--- config.mk ---
export PLATFORM = sky130hd
export DESIGN_NAME = pdm_rule_monitor
export DESIGN_NICKNAME = d
export VERILOG_FILES = /design/src/rtl/pdm_pkg.sv /design/src/rtl/pdm_dom_rules.sv /design/src/rtl/pdm_state_track.sv /design/src/rtl/pdm_err_bank.sv /design/src/rtl/pdm_rule_monitor.sv
export SDC_FILE = /design/constraint.sdc
export NUM_CORES = 1
export LEC_CHECK = 0
export CAP_MARGIN = 10
export CORE_ASPECT_RATIO = 1.2
export CORE_MARGIN = 5
export CORE_UTILIZATION = 45
export CTS_CLUSTER_SIZE = 25
export DETAILED_ROUTE_END_ITERATION = 10
export HOLD_SLACK_MARGIN = 0.15
export PLACE_DENSITY = 0.88
export SYNTH_ARGS = -nofsm -noshare
export SYNTH_HDL_FRONTEND = slang
export SYNTH_HIERARCHICAL = 1
export SYNTH_SLANG_ARGS = --single-unit
--- constraint.sdc ---
create_clock -name clk_i -period 2.3 [get_ports clk_i]
set_clock_uncertainty 0.2 [all_clocks]
set_input_delay 0.46 -clock clk_i [delete_from_list [all_inputs] [get_ports clk_i]]
set_output_delay 0.46 -clock clk_i [all_outputs]
set_load 0.1 [all_outputs]
--- src/rtl/pdm_pkg.sv ---
package pdm_pkg;
  localparam int N_CLS    = 8;
  localparam int CLS_ACC  = 0;
  localparam int CLS_GATE = 1;
  localparam int CLS_RAIL = 2;
  localparam int CLS_ISO  = 3;
  localparam int CLS_OVL  = 4;
  localparam int CLS_MOVE = 5;
  localparam int CLS_INTO = 6;
  localparam int CLS_FROM = 7;
endpackage

--- src/rtl/pdm_dom_rules.sv ---
module pdm_dom_rules #(
  parameter int N_DOM = 4,
  parameter int DOM_W = 2
) (
  input  logic             clk_i,
  input  logic             rst_ni,
  input  logic [N_DOM-1:0] pwr_on_i,
  input  logic [N_DOM-1:0] prev_pwr_i,
  input  logic             prev_vld_i,
  input  logic [N_DOM-1:0] iso_set_i,
  input  logic [N_DOM-1:0] iso_rel_i,
  input  logic [N_DOM-1:0] save_i,
  input  logic [N_DOM-1:0] restore_i,
  input  logic [N_DOM-1:0] clk_en_i,
  input  logic [N_DOM-1:0] rst_en_i,
  input  logic             acc_vld_i,
  input  logic [DOM_W-1:0] acc_dom_i,
  output logic             hit_acc_o,
  output logic             hit_gate_o,
  output logic             hit_rail_o,
  output logic             hit_iso_o,
  output logic             hit_ovl_o
);
  logic [N_DOM-1:0] iso_q;
  logic [N_DOM-1:0] acc_bad, gate_bad, iso_bad, ovl_bad;
  logic [N_DOM-1:0] rail_diff;

  for (genvar d = 0; d < N_DOM; d++) begin : g_dom
    // isolation tracker: set pulse wins over a same-cycle release
    always_ff @(posedge clk_i) begin
      if (!rst_ni)           iso_q[d] <= 1'b0;
      else if (iso_set_i[d]) iso_q[d] <= 1'b1;
      else if (iso_rel_i[d]) iso_q[d] <= 1'b0;
    end
    assign acc_bad[d]  = acc_vld_i && (acc_dom_i == DOM_W'(d)) && !pwr_on_i[d];
    assign gate_bad[d] = !pwr_on_i[d] && (clk_en_i[d] || rst_en_i[d]);
    assign iso_bad[d]  = iso_set_i[d] && iso_q[d];
    assign ovl_bad[d]  = save_i[d] && restore_i[d];
  end

  assign rail_diff  = pwr_on_i ^ prev_pwr_i;
  assign hit_acc_o  = |acc_bad;
  assign hit_gate_o = |gate_bad;
  assign hit_iso_o  = |iso_bad;
  assign hit_ovl_o  = |ovl_bad;
  assign hit_rail_o = prev_vld_i && ($countones(rail_diff) > 1);
endmodule

--- src/rtl/pdm_state_track.sv ---
module pdm_state_track #(
  parameter int                     N_PST       = 4,
  parameter int                     ST_W        = 2,
  parameter logic [N_PST*N_PST-1:0] LEGAL_MOVES = '0,
  parameter logic [N_PST-1:0]       BAD_STATES  = '0
) (
  input  logic                     clk_i,
  input  logic                     rst_ni,
  input  logic [ST_W-1:0]          cur_i,
  input  logic [ST_W-1:0]          prev_i,
  input  logic                     prev_vld_i,
  output logic                     hit_move_o,
  output logic                     hit_into_o,
  output logic                     hit_from_o,
  output logic [N_PST-1:0]         visit_o,
  output logic [N_PST*N_PST-1:0]   tcov_o
);
  localparam int TBL   = N_PST * N_PST;
  localparam int TIX_W = (TBL > 1) ? $clog2(TBL) : 1;

  logic             moved, cur_bad, prev_bad;
  logic [TIX_W-1:0] tix;

  always_comb begin
    tix        = TIX_W'(prev_i) * TIX_W'(N_PST) + TIX_W'(cur_i);
    moved      = prev_vld_i && (cur_i != prev_i);
    cur_bad    = BAD_STATES[cur_i];
    prev_bad   = BAD_STATES[prev_i];
    hit_into_o = moved && cur_bad;
    hit_from_o = moved && !cur_bad && prev_bad;
    hit_move_o = moved && !cur_bad && !prev_bad && !LEGAL_MOVES[tix];
  end

  always_ff @(posedge clk_i) begin
    if (!rst_ni) begin
      visit_o <= '0;
      tcov_o  <= '0;
    end else begin
      visit_o[cur_i] <= 1'b1;
      if (moved) tcov_o[tix] <= 1'b1;
    end
  end
endmodule

--- src/rtl/pdm_err_bank.sv ---
module pdm_err_bank #(
  parameter int N_CLS = 8,
  parameter int CNT_W = 4
) (
  input  logic                   clk_i,
  input  logic                   rst_ni,
  input  logic                   clr_i,
  input  logic [N_CLS-1:0]       hit_i,
  output logic [N_CLS-1:0]       flag_o,
  output logic [N_CLS*CNT_W-1:0] cnt_o
);
  localparam logic [CNT_W-1:0] CMAX = {CNT_W{1'b1}};

  for (genvar k = 0; k < N_CLS; k++) begin : g_cls
    logic [CNT_W-1:0] cnt_q, base;
    assign base = clr_i ? '0 : cnt_q;
    always_ff @(posedge clk_i) begin
      if (!rst_ni) begin
        flag_o[k] <= 1'b0;
        cnt_q     <= '0;
      end else begin
        flag_o[k] <= hit_i[k] | (flag_o[k] & ~clr_i);
        if (hit_i[k]) cnt_q <= (base == CMAX) ? base : base + 1'b1;
        else          cnt_q <= base;
      end
    end
    assign cnt_o[k*CNT_W +: CNT_W] = cnt_q;
  end
endmodule

--- src/rtl/pdm_rule_monitor.sv ---
module pdm_rule_monitor
  import pdm_pkg::*;
#(
  parameter int                     N_DOM       = 4,
  parameter int                     N_PST       = 4,
  parameter int                     CNT_W       = 4,
  parameter logic [N_PST*N_PST-1:0] LEGAL_MOVES = 16'h0252,
  parameter logic [N_PST-1:0]       BAD_STATES  = 4'h8,
  localparam int                    ST_W        = (N_PST > 1) ? $clog2(N_PST) : 1,
  localparam int                    DOM_W       = (N_DOM > 1) ? $clog2(N_DOM) : 1
) (
  input  logic                     clk_i,
  input  logic                     rst_ni,
  input  logic                     clr_i,
  input  logic [ST_W-1:0]          pstate_i,
  input  logic [N_DOM-1:0]         pwr_on_i,
  input  logic [N_DOM-1:0]         iso_set_i,
  input  logic [N_DOM-1:0]         iso_rel_i,
  input  logic [N_DOM-1:0]         save_i,
  input  logic [N_DOM-1:0]         restore_i,
  input  logic [N_DOM-1:0]         clk_en_i,
  input  logic [N_DOM-1:0]         rst_en_i,
  input  logic                     acc_vld_i,
  input  logic [DOM_W-1:0]         acc_dom_i,
  output logic [N_CLS-1:0]         err_flag_o,
  output logic [N_CLS*CNT_W-1:0]   err_cnt_o,
  output logic [N_PST-1:0]         visit_o,
  output logic [N_PST*N_PST-1:0]   tcov_o
);
  logic             prev_vld_q;
  logic [N_DOM-1:0] prev_pwr_q;
  logic [ST_W-1:0]  prev_st_q;
  logic [N_CLS-1:0] hit;

  always_ff @(posedge clk_i) begin
    if (!rst_ni) begin
      prev_vld_q <= 1'b0;
      prev_pwr_q <= '0;
      prev_st_q  <= '0;
    end else begin
      prev_vld_q <= 1'b1;
      prev_pwr_q <= pwr_on_i;
      prev_st_q  <= pstate_i;
    end
  end

  pdm_dom_rules #(.N_DOM(N_DOM), .DOM_W(DOM_W)) u_dom (
    .clk_i(clk_i), .rst_ni(rst_ni),
    .pwr_on_i(pwr_on_i), .prev_pwr_i(prev_pwr_q), .prev_vld_i(prev_vld_q),
    .iso_set_i(iso_set_i), .iso_rel_i(iso_rel_i),
    .save_i(save_i), .restore_i(restore_i),
    .clk_en_i(clk_en_i), .rst_en_i(rst_en_i),
    .acc_vld_i(acc_vld_i), .acc_dom_i(acc_dom_i),
    .hit_acc_o(hit[CLS_ACC]), .hit_gate_o(hit[CLS_GATE]),
    .hit_rail_o(hit[CLS_RAIL]), .hit_iso_o(hit[CLS_ISO]),
    .hit_ovl_o(hit[CLS_OVL])
  );

  pdm_state_track #(
    .N_PST(N_PST), .ST_W(ST_W),
    .LEGAL_MOVES(LEGAL_MOVES), .BAD_STATES(BAD_STATES)
  ) u_st (
    .clk_i(clk_i), .rst_ni(rst_ni),
    .cur_i(pstate_i), .prev_i(prev_st_q), .prev_vld_i(prev_vld_q),
    .hit_move_o(hit[CLS_MOVE]), .hit_into_o(hit[CLS_INTO]),
    .hit_from_o(hit[CLS_FROM]),
    .visit_o(visit_o), .tcov_o(tcov_o)
  );

  pdm_err_bank #(.N_CLS(N_CLS), .CNT_W(CNT_W)) u_bank (
    .clk_i(clk_i), .rst_ni(rst_ni), .clr_i(clr_i),
    .hit_i(hit), .flag_o(err_flag_o), .cnt_o(err_cnt_o)
  );
endmodule

## Word-level counts from Yosys, hierarchy flattened

Memories as Yosys holds them, arrays and structs flattened.
Index checks and enable logic that the tools add are counted.

- Bits in writable memories: 0
- Word-level logic and storage cells: 167
- Flip-flop bits (word level): 71
- Input port bits: 36
- Memory bits (read-only): 16
- Memories kept: 1
- Bits in latches: 0

- Shift-type cells: 0
- Eq/ne operators: 12
- Multipliers: 0
- Bitwise operators: 20
- Mux-type cells: 42
- $add $sub $neg: 12
- Order comparisons: 6
- Divide/modulo/power cells: 0
- Reductions and logical operators: 49

Memory list:

| memory | words | bits a word | read ports | clocked after memory_dff | write ports | line | source |
|---|---|---|---|---|---|---|---|
| (no name shown) | 16 | 1 | 1 | 0 | 0 | pdm_state_track.sv:31 | `hit_move_o = moved && !cur_bad && !prev_bad && !LEGAL_MOVES[tix];` |

Operator list:

| operator | count |
|---|---|
| 4-bit two-way mux | 24 |
| 32-bit adder | 1 |
| 4-bit by 1-bit adder with 4-bit output, second input constant | 8 |
| 4-bit equality test, second input constant | 8 |
| 32-bit by 2-bit > comparator with 1-bit output, second input constant | 1 |
| 1-bit logical AND | 29 |
| 16-bit OR | 1 |
| 4-bit OR reduction | 4 |
| 1-bit two-way mux | 14 |
| 1-bit AND | 8 |
| 1-bit OR | 8 |
| 2-bit nonzero test | 4 |
| 1-bit logical NOT | 7 |
| 2-bit by 3-bit < comparator with 1-bit output, second input constant | 2 |
| 4-bit by 5-bit < comparator with 1-bit output, second input constant | 1 |
| 1-bit by 1-bit adder with 2-bit output | 2 |
| 4-bit by 2-bit adder with 4-bit output | 1 |
| 1-bit binary-select mux with 2-bit select | 2 |
| 1-bit demux with 4-bit select | 1 |
| 2-bit equality test, second input constant | 2 |
| 4-bit by 1-bit greater-or-equal comparator with 1-bit output, second input constant | 1 |
| 1-bit logical OR | 4 |
| 4-bit OR | 1 |
| 4-bit XOR | 1 |
| 6 further kinds | 6 |

## Longest topological paths before layout

Gate-level depths: netlist of run 1.

- Word-level depth: 7
- Depth in mapped cells: 7

## By module

Netlist of run 1, hierarchy kept.

Modules (own cells, without submodules):

| module | area an instance (um^2) | cells each | times used |
|---|---|---|---|
| pdm_err_bank | 1651.6 | 179 | 1 |
| pdm_state_track | 694.4 | 73 | 1 |
| pdm_dom_rules | 307.8 | 33 | 1 |
| pdm_rule_monitor | 177.7 | 13 | 1 |

## Worst setup path after synthesis of run 1

Ideal clock, no wire load.

- Path kind: flip-flop to flip-flop
- From: reg u_bank.g_cls[2].cnt_q[0]
- To: reg u_bank.g_cls[2].cnt_q[0]
- Period minus slack after synthesis: 2.312 ns
- Arrival: 1.989 ns
- Stages on the path, launching flop included: 6
- Library setup time: 0.123 ns
- Path slack: -0.012 ns
- Path through: dfxtp_1 nor2b_1 ha_1 nand2_1 o21ai_2 mux2_1

- Word-level cells in the longest chain between the ends: 4
- Elaborated cells between the ends (all ways): 5
- Those cells by class: add/sub: 1; eq/ne: 1; mux: 3

RTL lines:

| element | line | source |
|---|---|---|
| from (decl) | pdm_err_bank.sv:15 | `logic [CNT_W-1:0] cnt_q, base;` |
| from (signal assigned) | pdm_err_bank.sv:23 | `if (hit_i[k]) cnt_q <= (base == CMAX) ? base : base + 1'b1;` |
| from (signal assigned) | pdm_err_bank.sv:24 | `else cnt_q <= base;` |
| 4-bit two-way mux (*) | pdm_err_bank.sv:16 | `assign base = clr_i ? '0 : cnt_q;` |
| 4-bit by 1-bit adder with 4-bit output / 4-bit equality test (equally long branches) | pdm_err_bank.sv:23 |  |
| 4-bit two-way mux | pdm_err_bank.sv:23 |  |
| 4-bit two-way mux (*) | pdm_err_bank.sv:23 |  |

Mark *: on every way between the ends. The rest lies on a longest branch, timed or not.
A chain may end at the register's enable or synchronous reset.

## Final worst setup path of run 1

- From: in pwr_on_i[1]
- To: reg u_bank.g_cls[2].cnt_q[0]

- Word-level cells in the longest chain between the ends: 6

RTL lines:

| element | line | source |
|---|---|---|
| from (decl) | pdm_rule_monitor.sv:16 | `input logic [N_DOM-1:0] pwr_on_i,` |
| 4-bit XOR | pdm_dom_rules.sv:41 | `assign rail_diff = pwr_on_i ^ prev_pwr_i;` |
| 1-bit by 1-bit adder with 2-bit output (implied by the code) | pdm_dom_rules.sv:46 | `assign hit_rail_o = prev_vld_i && ($countones(rail_diff) > 1);` |
| 32-bit adder (implied by the code) | pdm_dom_rules.sv:46 |  |
| 32-bit by 2-bit > comparator with 1-bit output | pdm_dom_rules.sv:46 |  |
| 1-bit logical AND | pdm_dom_rules.sv:46 |  |
| net hit[2] | pdm_rule_monitor.sv:33 | `logic [N_CLS-1:0] hit;` |
| 4-bit two-way mux | pdm_err_bank.sv:23 |  |

The timed path passes the listed nets, and every way through them passes these cells.

==> results of run 1 <==
## layer usage
layer  global-route usage (%)  up-vias  wire length [um]
met4                     7.67        0               146
met5                        0        -                 0
met2                     32.7       78              3830
met1                     20.8     1246              2850
met3                     4.09       15               382
li1                         -     1311                 -
## sequential cells by signal (all words and copies together) (netlist names)
name and cells:
prev_pwr_q 4, prev_st_q 2, prev_vld_q 1, u_bank/flag_o 8
u_bank/g_cls.cnt_q 32, u_dom/iso_q 4, u_st/tcov_o 16, u_st/visit_o 4
## critical path, stage by stage
cell	delay [ps]
dlygate4sd2_1	280
xnor2_2	190
fa_1	450
nand2b_1	170
o22ai_2	210
o21ai_2	100
mux2_1	320
## power breakdown
part           internal, W  switching (W)
Clock             0.000736       0.000503
Sequential         0.00127      0.0000346
Combinational     0.000196       0.000369
Total              0.00221       0.000906
## repair_timing
action / 4_1_cts / 5_1_grt
endpoints found under the setup margin: 4 / 0
resized for setup: 7 / 0
hold buffers: 0 / 0
## cells by family (layout without fill, tap and decap cells)
group                      count (synthesis)  count (layout)  synth area share [%]
DFF                                       71              71                  50.2
AOI/OAI and AO/OA                         81              81                  18.9
muxes                                      5               5                  2.30
and+or+nand+nor                          119             119                  23.2
adders and majority gates                  3               3                  1.59
buffers and inverters                     14             139                  2.25
xor gates and xnor gates                   5               5                  1.55
## per-stage QoR
stage                     cell area (sq um)  instances  util [%]  total power [W]
after floorplan                        2830        298         -          0.00170
after global placement                 3880        489      63.7          0.00188
after detailed placement               3880        489      63.7          0.00190
after CTS                              4150        505      68.2          0.00313
after global routing                   4150        505      68.2          0.00321
final                                  4150        505      68.2          0.00311
## synth_stat cells, drive strengths merged (3+ instances only)
| cell type | number |
|---|---|
| nand3b | 8 |
| and3b | 4 |
| xnor2 | 5 |
| a22oi | 4 |
| nor2b | 27 |
| and3 | 4 |
| o21ai | 17 |
| nand2b | 4 |
| nand2 | 23 |
| a211oi | 8 |
| o21bai | 3 |
| nor3 | 8 |
| dfxtp | 71 |
| and2 | 12 |
| inv | 4 |
| o21a | 15 |
| nor2 | 14 |
| a31oi | 8 |
| nand3 | 10 |
| buf | 8 |
| o41ai | 3 |
| a21oi | 15 |
## layout make-up
type	instances	area, sq um	share of cell area [%]
clock inverters	7	125	3.01
well taps	82	103	2.47
flip-flops and latches	71	1420	34.3
multi-input cells	213	1380	33.1
repair buffers	119	985	23.7
inverters	4	15.0	0.362
clock buffers	9	124	2.98
## worst paths after layout
kind                               to  slack [ps]  cells after the start
max reg2reg  u_bank/g_cls[2].cnt_q[0]         220                      6
min                   u_st/tcov_o[14]         250                      2
max          u_bank/g_cls[2].cnt_q[0]         160                      7
min reg2reg           u_st/tcov_o[14]         250                      2
==> results.md, run 1 <==
- Fin nets: 457
- FF-to-FF Start: prev_pwr_q[3]
- Vias in the first global route: 2592
- Sum Neg Setup Slack: 0 ps
- CP Capture Type: register
- Final slew viol count: 0
- Crit path kind: in2reg
- Core area: 6090 sq um
- EDFF count, synth: 0
- CTS Sinks: 71
- RSZ-0062 raised after global routing: no
- CTS tree: built
- Number of distinct library cells after synthesis: 41
- Top-area cell type share of the netlist area: 50.2%
- Syn Area/Cell: 9.50 sq um
- Die Wd: 82.4 um
- #FFs+latches synth: 71
- Peak VDD IR: 569 uV
- Largest net degree at the start of global routing: 31
- DRC: 0
- Critical Path Start: pwr_on_i[1]
- Hold_sp: u_st/tcov_o[14]
- Synth warnings: 6
- Sequential share of the synthesized area: 50.2%
- CTS buffer count: 9
- Most frequent cells in the layout: buf_4, dfxtp_1, clkdlybuf4s50_1, nor2b_1, nand2_1
- Max-capacitance violation count: 0
- Leak: 1.73 nW
- Gr ovfl total: 0
- Crit-path max FO: 4
- Clk root buf: clkbuf_8
- Final count of negative-setup-slack endpoints: 0
- Total GRT Usage: 18.6%
- Clock buffer depth: 2
- Area Growth Syn to Fin: 46.6%
- Fmax: 467 MHz
- Routed Antenna Nets: 0
- CP Data Arrival Time: 2160 ps
- Die area: 7990 sq um
- Async set-reset flop share out of synthesis: 0%
- Clock Pin Slew Worst Setup and Hold Paths: 80 ps
- Top cells by area in the synthesized netlist: dfxtp_1, nor2b_1, o21a_1
- Detailed-route via count: 2650
- Post-CTS setup buffer count: 0
- Min setup slack post-route: 158 ps
- Initial Util: 46.5%
- Post-layout min period: 2140 ps
- Synth area leader: dfxtp_1
- Post-detail-place hpwl: 5.46 mm
- Initial antenna violation count: 0
- Routed WL: 7.21 mm
- Period utilisation layout: 93.1%
- Post-Synthesis Cells: 298
- DRT iter0 DRCs: 108
- Relative slew margins: 63.1%
- Port bufs: 95
- Syn Std Cell Area: 2830 sq um
- Crit path launch type: input port
- Routability cong.: 0.753
- Worst-margin pin slew: 553 ps
- Mapped Nets: 337
- Hold Slack: 254 ps
- Hold Crit Class: reg2reg
- Setup WS pre-CTS: -539 ps
- Fraction of layout cells with a size suffix above 1: 26.2%
- First-pass GRT wire length: 11.8 mm
- # diodes: 0
- Clock H-tree levels: 3
- Die H: 96.9 um
- Final Hold Fails: 0
- Drt via density: 5.25
- Ys flop type: dfxtp_1
- Status: completed
- Drt wl/cell: 14.3 um
- 1st-pass router iterations: 4
- # fillers: 484
- Num ports: 96
- Pwr dens: 750 nW/um^2
- Core Rows: 31
- Critical Path RT: 2320 ps
- Clk_lat worst skew: 340 ps
- Commonest non-fill, non-tap cell in the layout: buf_4
(Power assumes the default switching activity.)
==> run 2: changes to the inputs <==
--- a/config.mk
+++ b/config.mk
@@ -5,10 +5,11 @@
 export SDC_FILE = /design/constraint.sdc
 export NUM_CORES = 1
 export LEC_CHECK = 0
+export ABC_AREA = 1
 export CAP_MARGIN = 10
 export CORE_ASPECT_RATIO = 1.2
 export CORE_MARGIN = 5
-export CORE_UTILIZATION = 45
+export CORE_UTILIZATION = 47
 export CTS_CLUSTER_SIZE = 25
 export DETAILED_ROUTE_END_ITERATION = 10
 export HOLD_SLACK_MARGIN = 0.15
==> run 2 against run 1 <==
  * Sequential power about the same
  * Clock-buffer cell count up 3
  * Critical endpoint is now u_bank/g_cls[2].cnt_q[3]
  * Total power down 8.2%
  * Highest routed layer unchanged
  * Synthesized cell count up 54%
  * Non-clock buffer count up 4
  * Register-to-register slack better by 50 ps
  * Die area up 10%
==> results.md, run 2 <==
- Initial Util: 48.1% (+1.6 points)
- Routability cong.: 0.837 (+11%)
- Fmax: 470 MHz (+0.67%)
- Layer carrying the most global-route usage: met2
- Clock Pin Slew Worst Setup and Hold Paths: 70 ps (about the same)
- Total GRT Usage: 18.8% (+0.22 points)
- Final slew viol count: 0 (unchanged)
- Period utilisation layout: 92.5% (-0.62 points)
- Drt via density: 4.79 (-8.7%)
- Vias in the first global route: 2991 (+15%)
- Peak VDD IR: 357 uV (-37%)
- CTS tree: built
- Top cells by area in the synthesized netlist: dfxtp_1, nand2_1, inv_1
- CTS Hold Bufs: 0 (unchanged)
- Routed WL: 8.14 mm (+13%)
- CTS Sinks: 71 (unchanged)
- Gr ovfl total: 0 (unchanged)
- Async set-reset flop share out of synthesis: 0% (unchanged)
- Fraction of layout cells with a size suffix above 1: 24.6% (-1.7 points)
- Detailed-route via count: 3243 (+22%)
- Ys flop type: dfxtp_1
- # diodes: 0 (unchanged)
- Crit-path max FO: 4 (unchanged)
- Met3 Usage GRT: 3.25% (-0.83 points)
- Critical Path RT: 2340 ps (+20 ps)
- Design area: 4560 sq um (+9.8%)
- Post-detail-place hpwl: 6.27 mm (+15%)
- Largest stage delay, worst path: 460 ps (about the same)
- Largest regs: u_bank/g_cls.cnt_q (32), u_st/tcov_o (16), u_bank/flag_o (8)
- Clock H-tree levels: 3 (unchanged)
- Routed Antenna Nets: 0 (unchanged)
- Crit path launch type: input port
- Power, Total: 0.00286 W (-8.2%)
- Core Rows: 33 (+6.5%)
- Largest Register: u_bank/g_cls.cnt_q
- 1st-pass router iterations: 4 (unchanged)
- Final count of negative-setup-slack endpoints: 0 (unchanged)
- Drt wl/cell: 12.0 um (-16%)
- Post-DP Area: 4350 sq um (+12%)
- Core area: 6850 sq um (+13%)
- Worst-margin pin slew: 290 ps (-263 ps)
- Final Hold Fails: 0 (unchanged)
- #FFs+latches synth: 71 (unchanged)
- Clock buffer depth: 2 (unchanged)
- Area Growth Syn to Fin: 38.1%
- Clk root buf: clkbuf_8
- Max FFs per register: 32 (unchanged)
- Max-capacitance violation count: 0 (unchanged)
- Post-Synthesis Cells: 460 (+54%)
- Relative slew margins: 80.8% (+18 points)
- Mapped Nets: 499 (+48%)
- DRT iter0 DRCs: 149 (+38%)
- Crit path kind: in2reg
- First-pass GRT wire length: 13.1 mm (+11%)
- Worst-path cell chain: dlygate4sd2_1 > xnor2_2 > fa_1 > inv_1 > nand3_2 > a21oi_4 > nand2_1 > inv_1 > nand3_1 > nand2_1 > nand3_1 > nand2_1 > inv_1
- Initial antenna violation count: 0 (unchanged)
- Status: completed
- Syn Std Cell Area: 3300 sq um (+16%)
- Synth top cells by count: nand2_1, inv_1, nor2_1, dfxtp_1, a21oi_1
- Met2 Use GR: 34.2% (+1.4 points)
- DRC: 0 (unchanged)
- CP Capture Type: register
- Die H: 102 um (+5.0%)
- GR met1 Demand/Resource: 20.6% (-0.20 points)
- CTS buffer count: 9 (unchanged)
- Hold Slack: 239 ps (-15.4 ps)
- Top-area cell type share of the netlist area: 43.1% (-7.1 points)
- CP max-delay cell: fa_1
- Top-count cell post-synth: nand2_1
- Port bufs: 95 (unchanged)
- RSZ-0062 raised after global routing: no
- Most frequent cells in the layout: nand2_1, buf_4, inv_1, nor2_1, dfxtp_1
- Commonest non-fill, non-tap cell in the layout: nand2_1
- Post-layout min period: 2130 ps (-14.3 ps)
- Die Wd: 86.5 um (+4.9%)
- Leak: 2.15 nW (+25%)
- Sum Neg Setup Slack: 0 ps (unchanged)
- Post-CTS setup buffer count: 0 (unchanged)
- Pwr dens: 627 nW/um^2 (-16%)
- Clk_lat worst skew: 330 ps (about the same)
- Num ports: 96 (unchanged)
- Synth area leader: dfxtp_1
- Sequential share of the synthesized area: 43.1% (-7.1 points)
- Synth warnings: 6 (unchanged)
- Hold Crit Class: reg2reg
- EDFF count, synth: 0 (unchanged)
- Syn Area/Cell: 7.17 sq um (-25%)
- Die area: 8800 sq um (+10%)
- CP Data Arrival Time: 2170 ps (about the same)
- Largest net degree at the start of global routing: 24 (-23%)
- Number of distinct library cells after synthesis: 30 (-27%)
- Fin nets: 624 (+37%)
## run 2: cell types whose count changed after synthesis, moves of 10 or more
cell	delta
and2_1	-12
nand2_1	+76
nor2b_1	-27
a21oi_1	+26
nor2_1	+64
inv_1	+77
nand3_2	+10
o21a_1	-15
## run 2: final timing paths
kind	start	endpoint	slack (ps)	cells past startpoint
worst min register to register	u_st/tcov_o[10]	u_st/tcov_o[10]	240	2
worst max-delay path	pwr_on_i[0]	u_bank/g_cls[2].cnt_q[3]	170	13
worst min-delay path	u_st/tcov_o[10]	u_st/tcov_o[10]	240	2
worst max register to register	prev_pwr_q[3]	u_bank/g_cls[2].cnt_q[3]	270	12
## run 2: cell families (layout without fill, tap and decap cells)
| kind of cell | Yosys count | in the layout | share of synthesized area, % |
|---|---|---|---|
| and+or+nand+nor | 221 | 221 | 31.1 |
| buffers and inverters | 94 | 224 | 12.2 |
| DFF | 71 | 71 | 43.1 |
| AOI/OAI and AO/OA | 68 | 68 | 11.4 |
| adders and majority gates | 3 | 3 | 1.37 |
| xor gates and xnor gates | 3 | 3 | 0.797 |
## run 2: report_power, final
group / switching [W] / internal [W] / total (W) / leakage (nW)
sequential: 0.0000349 / 0.00128 / 0.00131 / 0.580
clock: 0.000438 / 0.000444 / 0.000882 / 0.0959
combinational: 0.000460 / 0.000203 / 0.000663 / 1.47
## run 2: timing repair
item                       4_1_cts  5_1_grt
setup endpoints to repair        3        5
gates resized for setup          2        5
pin swaps                        0        4
## run 2: area by class of cell
type                    instances  area, sq um
inverters                      85          319
clock inverters                 4         20.0
repair buffers                123         1030
flip-flops and latches         71         1420
multi-input cells             295         1500
well taps                      87          109
clock buffers                  12          155
fillers                       592         2300
## run 2: per-stage QoR
stage,cells,setup WS [ps],util [%]
floorplan,460,107,-
global placement,661,-326,63.4
detailed placement,661,-407,63.4
CTS,677,15.7,66.1
global route,677,57.5,66.5
finish,677,173,66.5
## run 2: worst max-delay path, delay by kind of cell
kind                       cells  cell delay [ps]
AOI/OAI and AO/OA              1              180
xor gates and xnor gates       1              160
adders and majority gates      1              460
buffers and inverters          4              450
and+or+nand+nor                6              450
## run 2: per-layer routing
| layer | routed length (um) | vias up |
|---|---|---|
| met5 | 0 | - |
| li1 | - | 1666 |
| met2 | 4240 | 92 |
| met3 | 466 | 13 |
| met1 | 3280 | 1472 |
| met4 | 155 | 0 |
==> run 3: changes to the inputs <==
--- a/config.mk
+++ b/config.mk
@@ -18,3 +18,4 @@
 export SYNTH_HDL_FRONTEND = slang
 export SYNTH_HIERARCHICAL = 1
 export SYNTH_SLANG_ARGS = --single-unit
+export TNS_END_PERCENT = 10
==> results of run 3 <==
Final layout, timing and power as in run 2 (identical DEF).
